==> config.mk <==
export PLATFORM = sky130hd
export DESIGN_NAME = cfgwin_xlat
export DESIGN_NICKNAME = d
export VERILOG_FILES = /design/src/rtl/cfgwin_pkg.sv /design/src/rtl/cfgwin_regs.sv /design/src/rtl/cfgwin_gate.sv /design/src/rtl/cfgwin_addr.sv /design/src/rtl/cfgwin_xlat.sv
export SDC_FILE = /design/constraint.sdc
export NUM_CORES = 1
export LEC_CHECK = 0
export BUFFER_PORTS_ARGS = -buffer_cell sky130_fd_sc_hd__buf_2
export CAP_MARGIN = 20
export CORE_MARGIN = 2
export CORE_UTILIZATION = 53
export DETAILED_ROUTE_END_ITERATION = 10
export PLACE_DENSITY = 0.81
export SKIP_CTS_REPAIR_TIMING = 1
export SLEW_MARGIN = 5
export SYNTH_ARGS = -nofsm -noshare
export SYNTH_HDL_FRONTEND = slang
export SYNTH_SLANG_ARGS = --single-unit
==> constraint.sdc <==
create_clock -name clk -period 3.4 [get_ports clk]
set_input_delay 0.17 -clock clk [delete_from_list [all_inputs] [get_ports clk]]
set_output_delay 0.17 -clock clk [all_outputs]
set_load 0.1 [all_outputs]
==> src/rtl/cfgwin_pkg.sv <==
package cfgwin_pkg;

   localparam int ADDR_W    = 64;
   localparam int DATA_W    = 32;
   localparam int SEL_W     = 2;
   localparam int SIZE_W    = 5;
   localparam int SIZE_LSB  = 16;
   localparam int EN_BIT    = 0;
   localparam int DEV_SHIFT = 12;
   localparam int BUS_SHIFT = 20;

   localparam logic [SEL_W-1:0] SEL_CAP     = 2'd0;
   localparam logic [SEL_W-1:0] SEL_CTRL    = 2'd1;
   localparam logic [SEL_W-1:0] SEL_BASE_LO = 2'd2;
   localparam logic [SEL_W-1:0] SEL_BASE_HI = 2'd3;

endpackage

==> src/rtl/cfgwin_regs.sv <==
module cfgwin_regs
   import cfgwin_pkg::*;
#(
   parameter bit PRESENT  = 1'b1,
   parameter int SIZE_RST = 12
) (
   input  logic                clk,
   input  logic                rst_n,
   input  logic                reg_we,
   input  logic [SEL_W-1:0]    reg_sel,
   input  logic [DATA_W-1:0]   reg_wdata,
   output logic [DATA_W-1:0]   reg_rdata,
   output logic                enable,
   output logic [SIZE_W-1:0]   win_size,
   output logic [ADDR_W-1:0]   win_base
);

   if (SIZE_RST >= (1 << SIZE_W)) begin : g_bad_size
      $error("SIZE_RST does not fit the size field");
   end

   logic [DATA_W-1:0] ctrl_word;

   if (PRESENT) begin : g_present
      logic                en_q;
      logic [SIZE_W-1:0]   size_q;
      logic [DATA_W-1:0]   base_lo_q, base_hi_q;

      always_ff @(posedge clk or negedge rst_n) begin
         if (!rst_n) begin
            en_q      <= 1'b0;
            size_q    <= SIZE_W'(SIZE_RST);
            base_lo_q <= '0;
            base_hi_q <= '0;
         end else if (reg_we) begin
            case (reg_sel)
               SEL_CTRL: begin
                  en_q   <= reg_wdata[EN_BIT];
                  size_q <= reg_wdata[SIZE_LSB +: SIZE_W];
               end
               SEL_BASE_LO: base_lo_q <= reg_wdata;
               SEL_BASE_HI: base_hi_q <= reg_wdata;
               default: ;
            endcase
         end
      end

      assign enable   = en_q;
      assign win_size = size_q;
      assign win_base = {base_hi_q, base_lo_q};

      // control write lands in the fields on the next cycle
      a_r7_ctrl_write: assert property (@(posedge clk) disable iff (!rst_n)
         (reg_we && reg_sel == SEL_CTRL) |=>
            (enable == $past(reg_wdata[EN_BIT]) &&
             win_size == $past(reg_wdata[SIZE_LSB +: SIZE_W])));

      // high base word holds what was written
      a_r8_base_hi: assert property (@(posedge clk) disable iff (!rst_n)
         (reg_we && reg_sel == SEL_BASE_HI) |=>
            (win_base[ADDR_W-1:DATA_W] == $past(reg_wdata)));
   end else begin : g_absent
      assign enable   = 1'b0;
      assign win_size = '0;
      assign win_base = '0;
   end

   always_comb begin
      ctrl_word                       = '0;
      ctrl_word[EN_BIT]               = enable;
      ctrl_word[SIZE_LSB +: SIZE_W]   = win_size;
   end

   always_comb begin
      case (reg_sel)
         SEL_CAP:     reg_rdata = DATA_W'(PRESENT);
         SEL_CTRL:    reg_rdata = ctrl_word;
         SEL_BASE_LO: reg_rdata = win_base[DATA_W-1:0];
         default:     reg_rdata = win_base[ADDR_W-1:DATA_W];
      endcase
   end

endmodule

==> src/rtl/cfgwin_gate.sv <==
module cfgwin_gate
   import cfgwin_pkg::*;
#(
   parameter int BUS_W    = 8,
   parameter int DF_W     = 8,
   parameter int ROOT_BUS = 0
) (
   input  logic              enable,
   input  logic              link_up,
   input  logic [BUS_W-1:0]  bus,
   input  logic [DF_W-1:0]   devfn,
   output logic              reject
);

   localparam logic [BUS_W-1:0] ROOT = BUS_W'(ROOT_BUS);

   logic on_root;
   logic root_bad;
   logic down_bad;

   assign on_root  = (bus == ROOT);
   assign root_bad = on_root && (devfn != '0);
   assign down_bad = !on_root && !link_up;
   assign reject   = !enable || root_bad || down_bad;

endmodule

==> src/rtl/cfgwin_addr.sv <==
module cfgwin_addr
   import cfgwin_pkg::*;
#(
   parameter int BUS_W = 8,
   parameter int DF_W  = 8,
   parameter int OFF_W = 12
) (
   input  logic               clk,
   input  logic               rst_n,
   input  logic               req_valid,
   input  logic               req_write,
   input  logic               reject,
   input  logic [BUS_W-1:0]   bus,
   input  logic [DF_W-1:0]    devfn,
   input  logic [OFF_W-1:0]   off,
   input  logic [DATA_W-1:0]  wdata,
   input  logic [ADDR_W-1:0]  win_base,
   output logic               xl_valid,
   output logic [ADDR_W-1:0]  xl_addr,
   output logic               out_write,
   output logic [DATA_W-1:0]  out_wdata,
   output logic               rej_valid,
   output logic [DATA_W-1:0]  rej_rdata
);

   logic [ADDR_W-1:0] rel;
   logic [ADDR_W-1:0] sum;
   logic              take;

   assign rel  = (ADDR_W'(bus) << BUS_SHIFT) | (ADDR_W'(devfn) << DEV_SHIFT);
   assign sum  = win_base + rel + ADDR_W'(off);
   assign take = req_valid && !reject;

   always_ff @(posedge clk or negedge rst_n) begin
      if (!rst_n) begin
         xl_valid  <= 1'b0;
         rej_valid <= 1'b0;
         xl_addr   <= '0;
         out_write <= 1'b0;
         out_wdata <= '0;
         rej_rdata <= '0;
      end else begin
         xl_valid  <= take;
         rej_valid <= req_valid && reject;
         rej_rdata <= (req_valid && reject && !req_write) ? '1 : '0;
         if (req_valid) out_write <= req_write;
         if (take) xl_addr <= sum;
         if (take && req_write) out_wdata <= wdata;
      end
   end

endmodule

==> src/rtl/cfgwin_xlat.sv <==
module cfgwin_xlat
   import cfgwin_pkg::*;
#(
   parameter int BUS_W    = 8,
   parameter int DF_W     = 8,
   parameter int OFF_W    = 12,
   parameter int ROOT_BUS = 0,
   parameter bit PRESENT  = 1'b1,
   parameter int SIZE_RST = 12
) (
   input  logic               clk,
   input  logic               rst_n,
   input  logic               reg_we,
   input  logic [1:0]         reg_sel,
   input  logic [31:0]        reg_wdata,
   output logic [31:0]        reg_rdata,
   input  logic               link_up,
   input  logic               req_valid,
   input  logic               req_write,
   input  logic [BUS_W-1:0]   req_bus,
   input  logic [DF_W-1:0]    req_devfn,
   input  logic [OFF_W-1:0]   req_off,
   input  logic [31:0]        req_wdata,
   output logic               xl_valid,
   output logic [63:0]        xl_addr,
   output logic               out_write,
   output logic [31:0]        out_wdata,
   output logic               rej_valid,
   output logic [31:0]        rej_rdata
);

   if (OFF_W > DEV_SHIFT) begin : g_bad_off
      $error("OFF_W overlaps the device/function field");
   end
   if (DF_W > BUS_SHIFT - DEV_SHIFT) begin : g_bad_df
      $error("DF_W overlaps the bus field");
   end
   if (BUS_W + BUS_SHIFT > ADDR_W) begin : g_bad_bus
      $error("BUS_W does not fit the address");
   end
   if (ROOT_BUS >= (1 << BUS_W)) begin : g_bad_root
      $error("ROOT_BUS does not fit BUS_W");
   end

   localparam logic [BUS_W-1:0] ROOT = BUS_W'(ROOT_BUS);

   logic               enable;
   logic [SIZE_W-1:0]  win_size;
   logic [ADDR_W-1:0]  win_base;
   logic               reject;

   cfgwin_regs #(.PRESENT(PRESENT), .SIZE_RST(SIZE_RST)) u_regs (
      .clk       (clk),
      .rst_n     (rst_n),
      .reg_we    (reg_we),
      .reg_sel   (reg_sel),
      .reg_wdata (reg_wdata),
      .reg_rdata (reg_rdata),
      .enable    (enable),
      .win_size  (win_size),
      .win_base  (win_base)
   );

   cfgwin_gate #(.BUS_W(BUS_W), .DF_W(DF_W), .ROOT_BUS(ROOT_BUS)) u_gate (
      .enable  (enable),
      .link_up (link_up),
      .bus     (req_bus),
      .devfn   (req_devfn),
      .reject  (reject)
   );

   cfgwin_addr #(.BUS_W(BUS_W), .DF_W(DF_W), .OFF_W(OFF_W)) u_addr (
      .clk       (clk),
      .rst_n     (rst_n),
      .req_valid (req_valid),
      .req_write (req_write),
      .reject    (reject),
      .bus       (req_bus),
      .devfn     (req_devfn),
      .off       (req_off),
      .wdata     (req_wdata),
      .win_base  (win_base),
      .xl_valid  (xl_valid),
      .xl_addr   (xl_addr),
      .out_write (out_write),
      .out_wdata (out_wdata),
      .rej_valid (rej_valid),
      .rej_rdata (rej_rdata)
   );

   // non-zero function on the root bus is refused
   a_r2_root_fn0_only: assert property (@(posedge clk) disable iff (!rst_n)
      (req_valid && req_bus == ROOT && req_devfn != '0) |=> (rej_valid && !xl_valid));

   // downstream bus with link down is refused
   a_r3_link_gate: assert property (@(posedge clk) disable iff (!rst_n)
      (req_valid && req_bus != ROOT && !link_up) |=> (rej_valid && !xl_valid));

   // disabled translation refuses everything
   a_r4_disabled: assert property (@(posedge clk) disable iff (!rst_n)
      (req_valid && !enable) |=> (rej_valid && !xl_valid));

   // refused read returns all ones, refused write returns zero
   a_r5_rej_data: assert property (@(posedge clk) disable iff (!rst_n)
      rej_valid |-> (rej_rdata == (out_write ? 32'h0 : 32'hFFFF_FFFF)));

   // one outcome per request
   a_r10_one_outcome: assert property (@(posedge clk) disable iff (!rst_n)
      req_valid |=> ($countones({xl_valid, rej_valid}) == 1));

   // no outcome without a request
   a_r10_idle: assert property (@(posedge clk) disable iff (!rst_n)
      !req_valid |=> (!xl_valid && !rej_valid));

endmodule

Word-level counts from Yosys, hierarchy flattened --
Cells that the tools add are included.
Storage, ports and cells: register bits 201, output and inout bits 163, word-level logic and storage cells 37
Operators by class: add/subtract/negate cells 2, equal/unequal tests 3, multiplexer cells 2, bitwise gates (word level) 1, reductions and logical operators 19
Operators with widths (number):
- 32-bit one-hot mux with 3 select lines | 1
- 64-bit by 12-bit adder with 64-bit output | 1
- 64-bit adder | 1
- 32-bit 2-to-1 mux | 1
- 28-bit by 20-bit bitwise OR with 28-bit output | 1
- 8-bit logical NOT | 1
- 8-bit nonzero test | 1
- 1-bit logical AND | 6
- 2-bit AND reduction | 3
- 1-bit logical NOT | 5
- 2-bit == test, second input constant | 2
- 2-bit by 1-bit == test with 1-bit output, second input constant | 1
- 2-bit logical NOT | 1
- 1-bit logical OR | 2

Longest topological paths before layout --
Gate-level depths: netlist of the first run.
depth after elaboration 7, mapped depth 11, gate-level depth less buffers 10

Cells and area by module --
From an unflattened synthesis of the first run, not the netlist that was laid out.
Second synthesis, totals: cell total of the unflattened synthesis 905, area, all modules 9711.8 um2
Modules (own cells, without submodules):
- cfgwin_addr | times used 1, cells an instance 675, area an instance 6319.8 um2
- cfgwin_regs | times used 1, cells an instance 223, area an instance 3333.2 um2
- cfgwin_gate | times used 1, cells an instance 7, area an instance 58.8 um2

Least setup slack after synthesis of the first run --
OpenSTA, ideal clock, no wires.
path kind flip-flop to flip-flop, start register u_regs.g_present.base_lo_q[0], end register u_addr.xl_addr[60], arrival 2.604 ns, required time 3.266 ns, slack 0.663 ns, cell stages (with the launch flop) 12, buffers on the path 1, path through dfrtp_1 ha_1 fa_1 a21o_1 a221o_1 a41oi_2 a31oi_1 a31o_2 buf_4 nand4_1 xor2_1 o21ai_0
On the way: cells in the longest elaborated chain, start to end 2
RTL lines:
- start, declared | line cfgwin_regs.sv:27 | logic [DATA_W-1:0] base_lo_q, base_hi_q;
- start signal, assigned | line cfgwin_regs.sv:41 | SEL_BASE_LO: base_lo_q <= reg_wdata;
- 64-bit adder | line cfgwin_addr.sv:31 | assign sum = win_base + rel + ADDR_W'(off);
- 64-bit by 12-bit adder with 64-bit output | line cfgwin_addr.sv:31
- end signal, assigned | line cfgwin_addr.sv:47 | if (take) xl_addr <= sum;
- end, declared | line cfgwin_addr.sv:19 | output logic [ADDR_W-1:0] xl_addr,
Every way passes these cells. A chain may end at the register's enable or synchronous reset.

Final worst setup path of the first run --
start register u_regs.g_present.base_lo_q[0], end register u_addr.xl_addr[46]
Same word-level chain as after synthesis.

==> metrics.md, run 1 <==
| Metric | Value |
|---|---|
| Status | finished, violations left |
| Failing checks | hold timing |
| Final WS setup | 330 ps |
| CTS tree | yes |
| DP HPWL | 19400 um |
| Chip width | 137 um |
| DR WL/cell | 19.8 um |
| Die area | 18900 um2 |
| Max-cap violation count | 0 |
| Cell Area, Synth | 9430 um2 |
| Final setup vio count | 0 |
| Fin crit period | 3070 ps |
| WHS | -3.74 ps |
| Seq/Total Area, Yosys | 45.1% |
| Reg power frac | 27.2% |
| Reg-to-reg setup timing slack | 330 ps |
| Combinational Power Share | 55.7% |
| Layout Nets | 1275 |
| Cells after DPL | 1303 |
| Clock root cell | clkbuf_16 |
| Largest net degree at the start of global routing | 88 |
| Place WS | 397 ps |
| Total grt overflow | 0 |
| First-pass GRT wire length | 38800 um |
| I/O Buffers | 262 |
| Vias in the first global route | 7058 |
| H-tree depth | 4 |
| Net Sw Power | 6.60 mW |
| Clock share of power | 17.1% |
| Tot Pwr | 11.6 mW |
| List of most frequent post-synthesis cells | 168 x dfrtp_1, 107 x mux2_2, 90 x nand2_1, 70 x o21ai_0 |
| Synth top area cells | dfrtp_1 45%, mux2_2 13%, ha_1 3.7%, o21ai_0 3.7%, nand2_1 3.6% |
| Final worst path period share | 90.3% |
| Share of the synthesized area in the top cell type | 44.6% |
| Layout fillers | 1286 |
| Top-count cell post-synth | dfrtp_1 |
| Hold path cells | 2 |
| Detailed-route DRC error count | 0 |
| DIE HEIGHT | 137 um |
| Asr flop ratio synth | 100% |
| CTS Sinks | 170 |
| Final Instance Area | 11800 um2 |
| Register-to-Register Path Depth | 11 |
| Initial antenna violation count | 0 |
| Worst-Margin Slew | 841 ps |
| Syn Area/Cell | 10.6 um2 |
| Final wirelength | 27500 um |
| Final core occ | 67.8% |
| Gr usage total | 27.4% |
| Cells after Synth | 886 |
| CP Class | reg2reg |
| Row cnt | 48 |
| Synthesized net count | 1015 |
| Fmax | 0.326 GHz |
| Vias | 7910 |
| Worst setup SP type | flop |
| Iteration-0 DRC Markers | 491 |
| Area grow syn2layout | 24.8% |
| EDFF count, synth | 0 |
| Worst skew pair latency | 430 ps |
| Via-per-instance ratio | 5.71 |
| RePlAce Congestion | 0.912 |
| Post-synth top area cell | dfrtp_1 |
| Pwr/cell area | 983 nW/um2 |
| Yosys cell types | 67 |
| CP Data Required Time | 3740 ps |
| Share of cells above drive strength 1 | 37.4% |
| TritonCTS Buffers | 17 |
| Crit path max fanout | 9 |
| Internal Power | 4.96 mW |
| Clock skew | 8.28 ps |
| Synth warn | 0 |
| Hold Fails Final Rpt | 1 |
| Setup crit end kind | flop |
| CP arrival | 3410 ps |
| Core footprint | 17400 um2 |
| Io pins | 263 |
| First-pass DRT Iterations | 7 |
| Area after DPL | 10700 um2 |
| Dominant synthesized flop cell | dfrtp_1 |
| Hold Path Class | in2reg |
| Final Max Tran Viols | 0 |
| Setup TNS | 0 ps |
| Worst VDD drop | 0.000868 V |
| RSZ-0062 raised after global routing | no |
| Switch share | 57.1% |
| Leak | 5.63 nW |
| Slew HR | 43.9% |
| Final cell count without fillers | 1385 |
| Max Buffers Root-to-Sink | 2 |
| Clk pin slew, worst setup/hold paths | 70 ps |
| Detail Route Antenna Nets | 0 |
| Post-synthesis register bit count | 170 |
| Initial Util | 54.3% |
## sequential cells by signal, indices dropped and copies added, names as in the netlist
| signal | count |
|---|---|
| u_regs.enable | 1 |
| u_addr.xl_valid | 1 |
| u_addr.rej_valid | 1 |
| u_regs.win_size | 5 |
| u_addr.xl_addr | 64 |
| u_addr.out_wdata | 32 |
| u_addr.out_write | 1 |
| u_addr.rej_rdata | 1 |
| u_regs.g_present.base_lo_q | 32 |
| u_regs.g_present.base_hi_q | 32 |
## cells by family (layout without fill, tap and decap cells)
| group | count (synthesis) | in the layout | synth area share, % |
|---|---|---|---|
| XOR/XNOR | 56 | 56 | 5.20 |
| flip-flops | 170 | 170 | 45.1 |
| multiplexers | 137 | 137 | 16.0 |
| adder cells (fa/ha/maj) | 29 | 29 | 3.93 |
| buffers and inverters | 91 | 364 | 5.36 |
| AO/OA/AOI/OAI | 185 | 185 | 12.8 |
| other | 0 | 1 | 0 |
| AND/OR/NAND/NOR | 218 | 218 | 11.6 |
## placed cells by master, fill, tap and decap left out, types with 4 or more instances in the layout
cell type      netlist  layout
a31oi_1              5       5
o21ai_1              4       4
nor2_1              27      27
buf_4               34      10
or3_1                4       4
dlygate4sd3_1        0      49
a211oi_1             5       5
xnor2_1             23      23
a21oi_1             34      34
buf_2               12     261
o2111ai_1            7       7
a21o_1              17      17
dfrtp_1            168     168
o211ai_1            12      12
ha_1                28      28
inv_1                9       9
inv_6                0       4
nor3_1               4       4
a22o_1               5       5
xor2_1              33      33
nor4_1               5       5
o21ai_0             70      70
nand4_1             13      13
nand3_1             18      18
mux2i_1             27      27
clkbuf_16            0      17
and3_1               9       9
mux2_2             107     107
nor2b_1             31      31
nand2_1             90      89
clkinvlp_4           0       5
## per-layer routing
layer  wire length (um)  track usage, %
met1              11300            35.7
met2              13600            46.6
met3               1900            4.67
met5                  0               0
met4                597            8.48
## power groups by stage
stage / Clock [mW] / Combinational [mW] / Sequential [mW]
floorplan: 0 / 1.97 / 6.40
global placement: 0 / 6.35 / 3.14
detailed placement: 0 / 6.38 / 3.15
CTS: 1.99 / 6.40 / 3.12
global route: 2.07 / 6.71 / 3.22
finish: 1.98 / 6.44 / 3.14
## worst max-delay path, cell delays in order (launching register included)
cell and delay, ps:
dfrtp_1 390, ha_1 210, fa_1 400, a21o_1 220, a221o_1 400, a32oi_1 290
a21oi_1 180, o21ai_2 180, buf_4 230, a211oi_1 140, xnor2_1 170, o21ai_0 180
## worst paths after layout
| path | startpoint | to |
|---|---|---|
| worst max-delay path | u_regs.g_present.base_lo_q[0]$_DFFE_PN0P_ | u_addr.xl_addr[46]$_DFFE_PN0P_ |
| worst min register to register | u_addr.xl_addr[27]$_DFFE_PN0P_ | u_addr.xl_addr[27]$_DFFE_PN0P_ |
| max in group asynchronous | rst_n | u_addr.xl_addr[23]$_DFFE_PN0P_ |
| worst max register to register | u_regs.g_present.base_lo_q[0]$_DFFE_PN0P_ | u_addr.xl_addr[46]$_DFFE_PN0P_ |
| min in group asynchronous | rst_n | u_regs.g_present.base_lo_q[11]$_DFFE_PN0P_ |
| worst min-delay path | reg_wdata[30] | u_regs.g_present.base_hi_q[30]$_DFFE_PN0P_ |
## area by class of cell
class | instances | area, um2 | share of cell area [%]
clock buffers | 18 | 439 | 3.73
diodes | 1 | 2.50 | 0.0213
repair buffers | 323 | 1920 | 16.3
multi-input cells | 625 | 4680 | 39.7
flip-flops and latches | 170 | 4260 | 36.2
well taps | 225 | 282 | 2.39
inverters | 9 | 33.8 | 0.287
clock inverters | 14 | 158 | 1.34
(Power assumes the default switching activity.)
==> run 2, diff against run 1 <==
- CORE_UTILIZATION: 53 -> 40
- PLACE_DENSITY: 0.81 -> unset
==> run 2 against run 1 <==
Net effect:
- the run still ends with hold timing left
- clock skew increased by 4.0 ps
- largest cell class unchanged
- highest routed layer unchanged
- via count decreased by 2.1%
- worst hold slack got worse by 5.3 ps
- utilization decreased by 17 points
- die area increased by 31%
- wire length increased by 2.8%
- first-iteration DRC count increased by 4.9%
- flip-flop and latch count unchanged
- critical path depth decreased by 1
==> metrics.md, run 2 (synthesis gave the netlist of run 1 again) <==
| Metric | Value |
|---|---|
| Largest net degree at the start of global routing | 117 (was 88) |
| Worst min-delay path endpoint | u_regs.g_present.base_lo_q[8]$_DFFE_PN0P_ (was u_regs.g_present.base_hi_q[30]$_DFFE_PN0P_) |
| Pwr/cell area | 970 nW/um2 (was 983 nW/um2) |
| Failing checks | hold timing (unchanged) |
| Worst-Margin Slew | 1050 ps (was 841 ps) |
| Via-per-instance ratio | 5.22 (was 5.71) |
| Io pins | 263 (unchanged) |
| TritonCTS Buffers | 17 (unchanged) |
| Most flop-heavy register | u_addr.xl_addr (unchanged) |
| Fin crit period | 3150 ps (was 3070 ps) |
| RSZ-0062 raised after global routing | no (unchanged) |
| Worst setup SP type | flop (unchanged) |
| RePlAce Congestion | 0.895 (was 0.912) |
| Final worst path period share | 92.6% (was 90.3%) |
| Worst skew pair latency | 440 ps (was 430 ps) |
| CTS Sinks | 170 (unchanged) |
| Most common cell after layout, fill and taps aside | buf_2 (unchanged) |
| Final Max Tran Viols | 0 (unchanged) |
| Register-to-Register Path Depth | 10 (was 11) |
| Initial Util | 40.4% (was 54.3%) |
| Initial antenna violation count | 1 (was 0) |
| Max-cap violation count | 0 (unchanged) |
| CTS tree | yes (unchanged) |
| Hold Fails Final Rpt | 5 (was 1) |
| Met1 Resource Use GR | 30.5% (was 35.7%) |
| CP Data Required Time | 3670 ps (was 3740 ps) |
| Clk pin slew, worst setup/hold paths | 80 ps (was 70 ps) |
| Final wirelength | 28200 um (was 27500 um) |
| Hold path cells | 2 (unchanged) |
| Max reg flops | 64 (unchanged) |
| Clock skew | 12.3 ps (was 8.28 ps) |
| Iteration-0 DRC Markers | 515 (was 491) |
| Crit path max fanout | 9 (unchanged) |
| Final cell count without fillers | 1483 (was 1385) |
| CP Class | reg2reg (unchanged) |
| Hold wc startpoint | reg_wdata[8] (was reg_wdata[30]) |
| Die area | 24800 um2 (was 18900 um2) |
| Reg-to-reg setup timing slack | 250 ps (was 330 ps) |
| Status | finished, violations left (unchanged) |
| Chip width | 158 um (was 137 um) |
| Clock root cell | clkbuf_16 (unchanged) |
| Detail Route Antenna Nets | 0 (unchanged) |
| Max Buffers Root-to-Sink | 2 (unchanged) |
| Area grow syn2layout | 26.2% (was 24.8%) |
| DIE HEIGHT | 158 um (was 137 um) |
| Sequential Area | 4260 um2 (unchanged) |
| WHS | -9.06 ps (was -3.74 ps) |
| Most frequent cells in the layout | 261 x buf_2, 168 x dfrtp_1, 107 x mux2_2 (unchanged) |
| Area of the multi-input gates | 4680 um2 (unchanged) |
| I/O Buffers | 262 (unchanged) |
| Vias in the first global route | 7192 (was 7058) |
| FF-to-FF End | u_addr.xl_addr[44]$_DFFE_PN0P_ (was u_addr.xl_addr[46]$_DFFE_PN0P_) |
| DP HPWL | 20900 um (was 19400 um) |
| Share of cells above drive strength 1 | 37.2% (was 37.4%) |
| First-pass DRT Iterations | 5 (was 7) |
| Gr usage total | 22.1% (was 27.4%) |
| Total grt overflow | 0 (unchanged) |
| Row cnt | 56 (was 48) |
| Setup crit end kind | flop (unchanged) |
| Cells after DPL | 1397 (was 1303) |
| Core footprint | 23300 um2 (was 17400 um2) |
| Final setup vio count | 0 (unchanged) |
| RR Startpoint | u_regs.g_present.base_lo_q[0]$_DFFE_PN0P_ (unchanged) |
| Slew HR | 30.0% (was 43.9%) |
| M3 GR Usage | 4.38% (was 4.67%) |
| Vias | 7747 (was 7910) |
| Leak | 5.63 nW (about the same) |
| Detailed-route DRC error count | 0 (unchanged) |
| Grt met2 use | 35.5% (was 46.6%) |
| CP arrival | 3420 ps (was 3410 ps) |
| Hold Path Class | in2reg (unchanged) |
| H-tree depth | 4 (unchanged) |
| Worst VDD drop | 0.000545 V (was 0.000868 V) |
| Top Usage Layer GRT | met2 (unchanged) |
| Setup TNS | 0 ps (unchanged) |
| Layout fillers | 2137 (was 1286) |
| Fmax | 0.318 GHz (was 0.326 GHz) |
| Layout Nets | 1279 (was 1275) |
| DR WL/cell | 19.0 um (was 19.8 um) |
| First-pass GRT wire length | 41300 um (was 38800 um) |
==> run 2: cell count changes in the layout (fill, tap and decap cells not counted), sizes merged <==
cell / delta
clkinv: +1
clkinvlp: -1
inv: +1
bufinv: -1
dlygate4sd3: +4
==> run 2: worst max-delay path by stage <==
stage	from	to	slack [ps]	cells past startpoint
2_1_floorplan	u_regs.g_present.base_lo_q[0]$_DFFE_PN0P_	u_addr.xl_addr[60]$_DFFE_PN0P_	660	11
3_3_place_gp	u_regs.g_present.base_lo_q[0]$_DFFE_PN0P_	u_addr.xl_addr[44]$_DFFE_PN0P_	390	10
3_5_place_dp	u_regs.g_present.base_lo_q[0]$_DFFE_PN0P_	u_addr.xl_addr[44]$_DFFE_PN0P_	320	10
4_1_cts	u_regs.g_present.base_lo_q[0]$_DFFE_PN0P_	u_addr.xl_addr[44]$_DFFE_PN0P_	280	10
5_1_grt	u_regs.g_present.base_lo_q[0]$_DFFE_PN0P_	u_addr.xl_addr[44]$_DFFE_PN0P_	130	10
6_report	u_regs.g_present.base_lo_q[0]$_DFFE_PN0P_	u_addr.xl_addr[44]$_DFFE_PN0P_	250	10
==> run 2: final cells by class <==
| type | count | share of cell area, % |
|---|---|---|
| diodes | 1 | 0.0210 |
| clock buffers | 18 | 3.61 |
| clock inverters | 14 | 1.31 |
| inverters | 9 | 0.284 |
| multi-input cells | 625 | 39.3 |
| flip-flops and latches | 170 | 35.8 |
| well taps | 319 | 3.35 |
| repair buffers | 327 | 16.4 |
==> run 2: power breakdown <==
part	leakage (nW)	internal [mW]	switching, mW
clock	0.274	1.04	0.934
combinational	3.30	1.21	5.23
sequential	2.06	2.64	0.496
==> run 2: worst max-delay path, cell delays in order, from the launching register on <==
cell     delay, ps
dfrtp_1        400
ha_1           210
fa_1           400
a21o_1         220
a221o_1        400
a41oi_2        290
a31oi_1        200
a31o_2         400
nand4_1        150
xor2_1         190
o21ai_0        110
==> run 2: per-layer routing <==
layer  vias up  share of wire (%)
li1       3664                  -
met1      3750                 46
met2       305                 47
met3        28                6.1
met4         0                1.6
met5         -                  0
==> run 2: metrics by stage <==
step                      power, mW  utilization [%]  setup WS (ps)  cell area [um2]
after global routing           12.0             51.0            132            11900
after CTS                      11.5             48.7            281            11400
final                          11.5             51.0            252            11900
after detailed placement       9.57             46.2            318            10800
after global placement         9.53             46.2            390            10800
after floorplan                8.37                -            663             9430
==> run 3, diff against run 2 <==
- CORE_ASPECT_RATIO: unset -> 0.7
- clock period: 3.4 -> 3.2 ns (I/O delays scaled with it)
==> run 3 against run 2 <==
Net effect:
- the run now ends clean
- first-iteration DRC count grew 6.2%
- die area about the same
- critical path depth stayed put
- cell count is 0.61% higher
- final area up 1.7%
- worst hold slack better by 24 ps
- largest power group unchanged
==> metrics.md, run 3 (synthesis gave the netlist of run 1 again) <==
| Metric | Value |
|---|---|
| Most frequent cells in the layout | 261 x buf_2, 168 x dfrtp_1, 107 x mux2_2 (unchanged) |
| Final setup vio count | 0 (unchanged) |
| Clock root cell | clkbuf_16 (unchanged) |
| CP max-delay cell | a221o_2 (was dfrtp_1) |
| Vias in the first global route | 7195 (was 7192) |
| Core footprint | 22900 um2 (was 23300 um2) |
| Hold path cells | 2 (unchanged) |
| Max-cap violation count | 0 (unchanged) |
| Leak | 5.75 nW (was 5.63 nW) |
| Detail Route Antenna Nets | 0 (unchanged) |
| Row cnt | 46 (was 56) |
| I/O Buffers | 262 (unchanged) |
| Clk pin slew, worst setup/hold paths | 70 ps (was 80 ps) |
| DR WL/cell | 19.3 um (was 19.0 um) |
| Area after DPL | 10800 um2 (about the same) |
| Clock skew | 10.3 ps (was 12.3 ps) |
| RePlAce Congestion | 0.908 (was 0.895) |
| Register-to-Register Path Depth | 10 (unchanged) |
| CP arrival | 3300 ps (was 3420 ps) |
| Area grow syn2layout | 28.4% (was 26.2%) |
| First-pass DRT Iterations | 5 (unchanged) |
| CP Data Required Time | 3500 ps (was 3670 ps) |
| Max Buffers Root-to-Sink | 2 (unchanged) |
| Worst skew pair latency | 440 ps (about the same) |
| TritonCTS Buffers | 17 (unchanged) |
| Initial antenna violation count | 1 (unchanged) |
| First-pass GRT wire length | 42900 um (was 41300 um) |
| H-tree depth | 4 (unchanged) |
| Fin crit period | 3000 ps (was 3150 ps) |
| Final WS setup | 202 ps (was 252 ps) |
| Setup crit end kind | flop (unchanged) |
| Largest net degree at the start of global routing | 106 (was 117) |
| Crit path max fanout | 9 (unchanged) |
| Hold Fails Final Rpt | 0 (was 5) |
| Share of cells above drive strength 1 | 37.5% (was 37.2%) |
| Max reg flops | 64 (unchanged) |
| Worst VDD drop | 0.000748 V (was 0.000545 V) |
| CTS Sinks | 170 (unchanged) |
| Final core occ | 52.9% (was 51.0%) |
| DIE HEIGHT | 132 um (was 158 um) |
| Cells after DPL | 1396 (was 1397) |
| Final wirelength | 28800 um (was 28200 um) |
| Pwr/cell area | 1030 nW/um2 (was 970 nW/um2) |
| Most common cell after layout, fill and taps aside | buf_2 (unchanged) |
| RSZ-0062 raised after global routing | no (unchanged) |
| Fmax | 0.334 GHz (was 0.318 GHz) |
| Initial Util | 41.2% (was 40.4%) |
| Gr usage total | 22.6% (was 22.1%) |
| Status | completed (was finished, violations left) |
| Detailed-route DRC error count | 0 (unchanged) |
| Final Max Tran Viols | 0 (unchanged) |
| Die area | 24800 um2 (about the same) |
| Worst-Margin Slew | 683 ps (was 1050 ps) |
| Slowest stage delay, CP | 420 ps (was 400 ps) |
| Chip width | 188 um (was 158 um) |
| Vias | 7819 (was 7747) |
| Place WS | 178 ps (was 318 ps) |
| Slew HR | 54.4% (was 30.0%) |
| Final Instance Area | 12100 um2 (was 11900 um2) |
| Via-per-instance ratio | 5.24 (was 5.22) |
| Layout fillers | 2130 (was 2137) |
| Layout Nets | 1295 (was 1279) |
| Hold Path Class | in2reg (unchanged) |
| Setup TNS | 0 ps (unchanged) |
| Iteration-0 DRC Markers | 547 (was 515) |
| Most flop-heavy register | u_addr.xl_addr (unchanged) |
| Worst setup SP type | flop (unchanged) |
| Final cell count without fillers | 1492 (was 1483) |
| Io pins | 263 (unchanged) |
| Crit path cell chain | ha_1, fa_1, a21o_1, a221o_2, a41oi_2, a31oi_1, a31o_2, nand4_1, xor2_1, o21ai_0 (was ha_1, fa_1, a21o_1, a221o_1, a41oi_2, a31oi_1, a31o_2, nand4_1, xor2_1, o21ai_0) |
| CP Class | reg2reg (unchanged) |
| DP HPWL | 21500 um (was 20900 um) |
| CTS tree | yes (unchanged) |
| Total grt overflow | 0 (unchanged) |
| Final worst path period share | 93.7% (was 92.6%) |
-- run 3: metal layers --
layer | vias to the layer above | track usage (%) | wire length, um
met2 | 250 | 31.3 | 12300
met5 | - | 0 | 0
li1 | 3693 | - | -
met4 | 0 | 5.64 | 473
met1 | 3846 | 34.9 | 14200
met3 | 30 | 5.65 | 1840
-- run 3: cell type report --
cell class	instances	area (um2)	area share [%]
Multi-Input combinational cell	625	4680	38.7
Sequential cell	170	4260	35.2
Timing Repair Buffer	343	2090	17.3
Clock buffer	18	439	3.63
Tap cell	312	390	3.22
Clock inverter	14	209	1.73
Inverter	9	33.8	0.279
Antenna cell	1	2.50	0.0207
-- run 3: per-stage QoR --
stage	hold WS, ps	power, mW
2_1_floorplan	-136	8.89
3_3_place_gp	132	10.1
3_5_place_dp	132	10.2
4_1_cts	-347	12.5
5_1_grt	2.95	13.0
6_report	14.6	12.5
-- run 3: final timing paths --
path	from	end	slack [ps]
max	u_regs.g_present.base_lo_q[0]$_DFFE_PN0P_	u_addr.xl_addr[44]$_DFFE_PN0P_	200
min	reg_wdata[13]	u_regs.g_present.base_hi_q[13]$_DFFE_PN0P_	10
max reg2reg	u_regs.g_present.base_lo_q[0]$_DFFE_PN0P_	u_addr.xl_addr[44]$_DFFE_PN0P_	200
min reg2reg	u_addr.xl_addr[1]$_DFFE_PN0P_	u_addr.xl_addr[1]$_DFFE_PN0P_	470
max in group asynchronous	rst_n	u_regs.g_present.base_hi_q[22]$_DFFE_PN0P_	2030
min in group asynchronous	rst_n	u_addr.xl_addr[4]$_DFFE_PN0P_	220
-- run 3: power breakdown --
group          switching, mW  internal, mW
Clock                  0.938          1.35
Sequential             0.532          2.80
Combinational           5.57          1.31
-- run 3: critical path: cells and delay by family, from the launching register on --
family,cells,cell delay (ps)
compound gates,6,1550
flops,1,400
xor+xnor,1,150
simple gates,1,140
fa+ha+maj,2,620
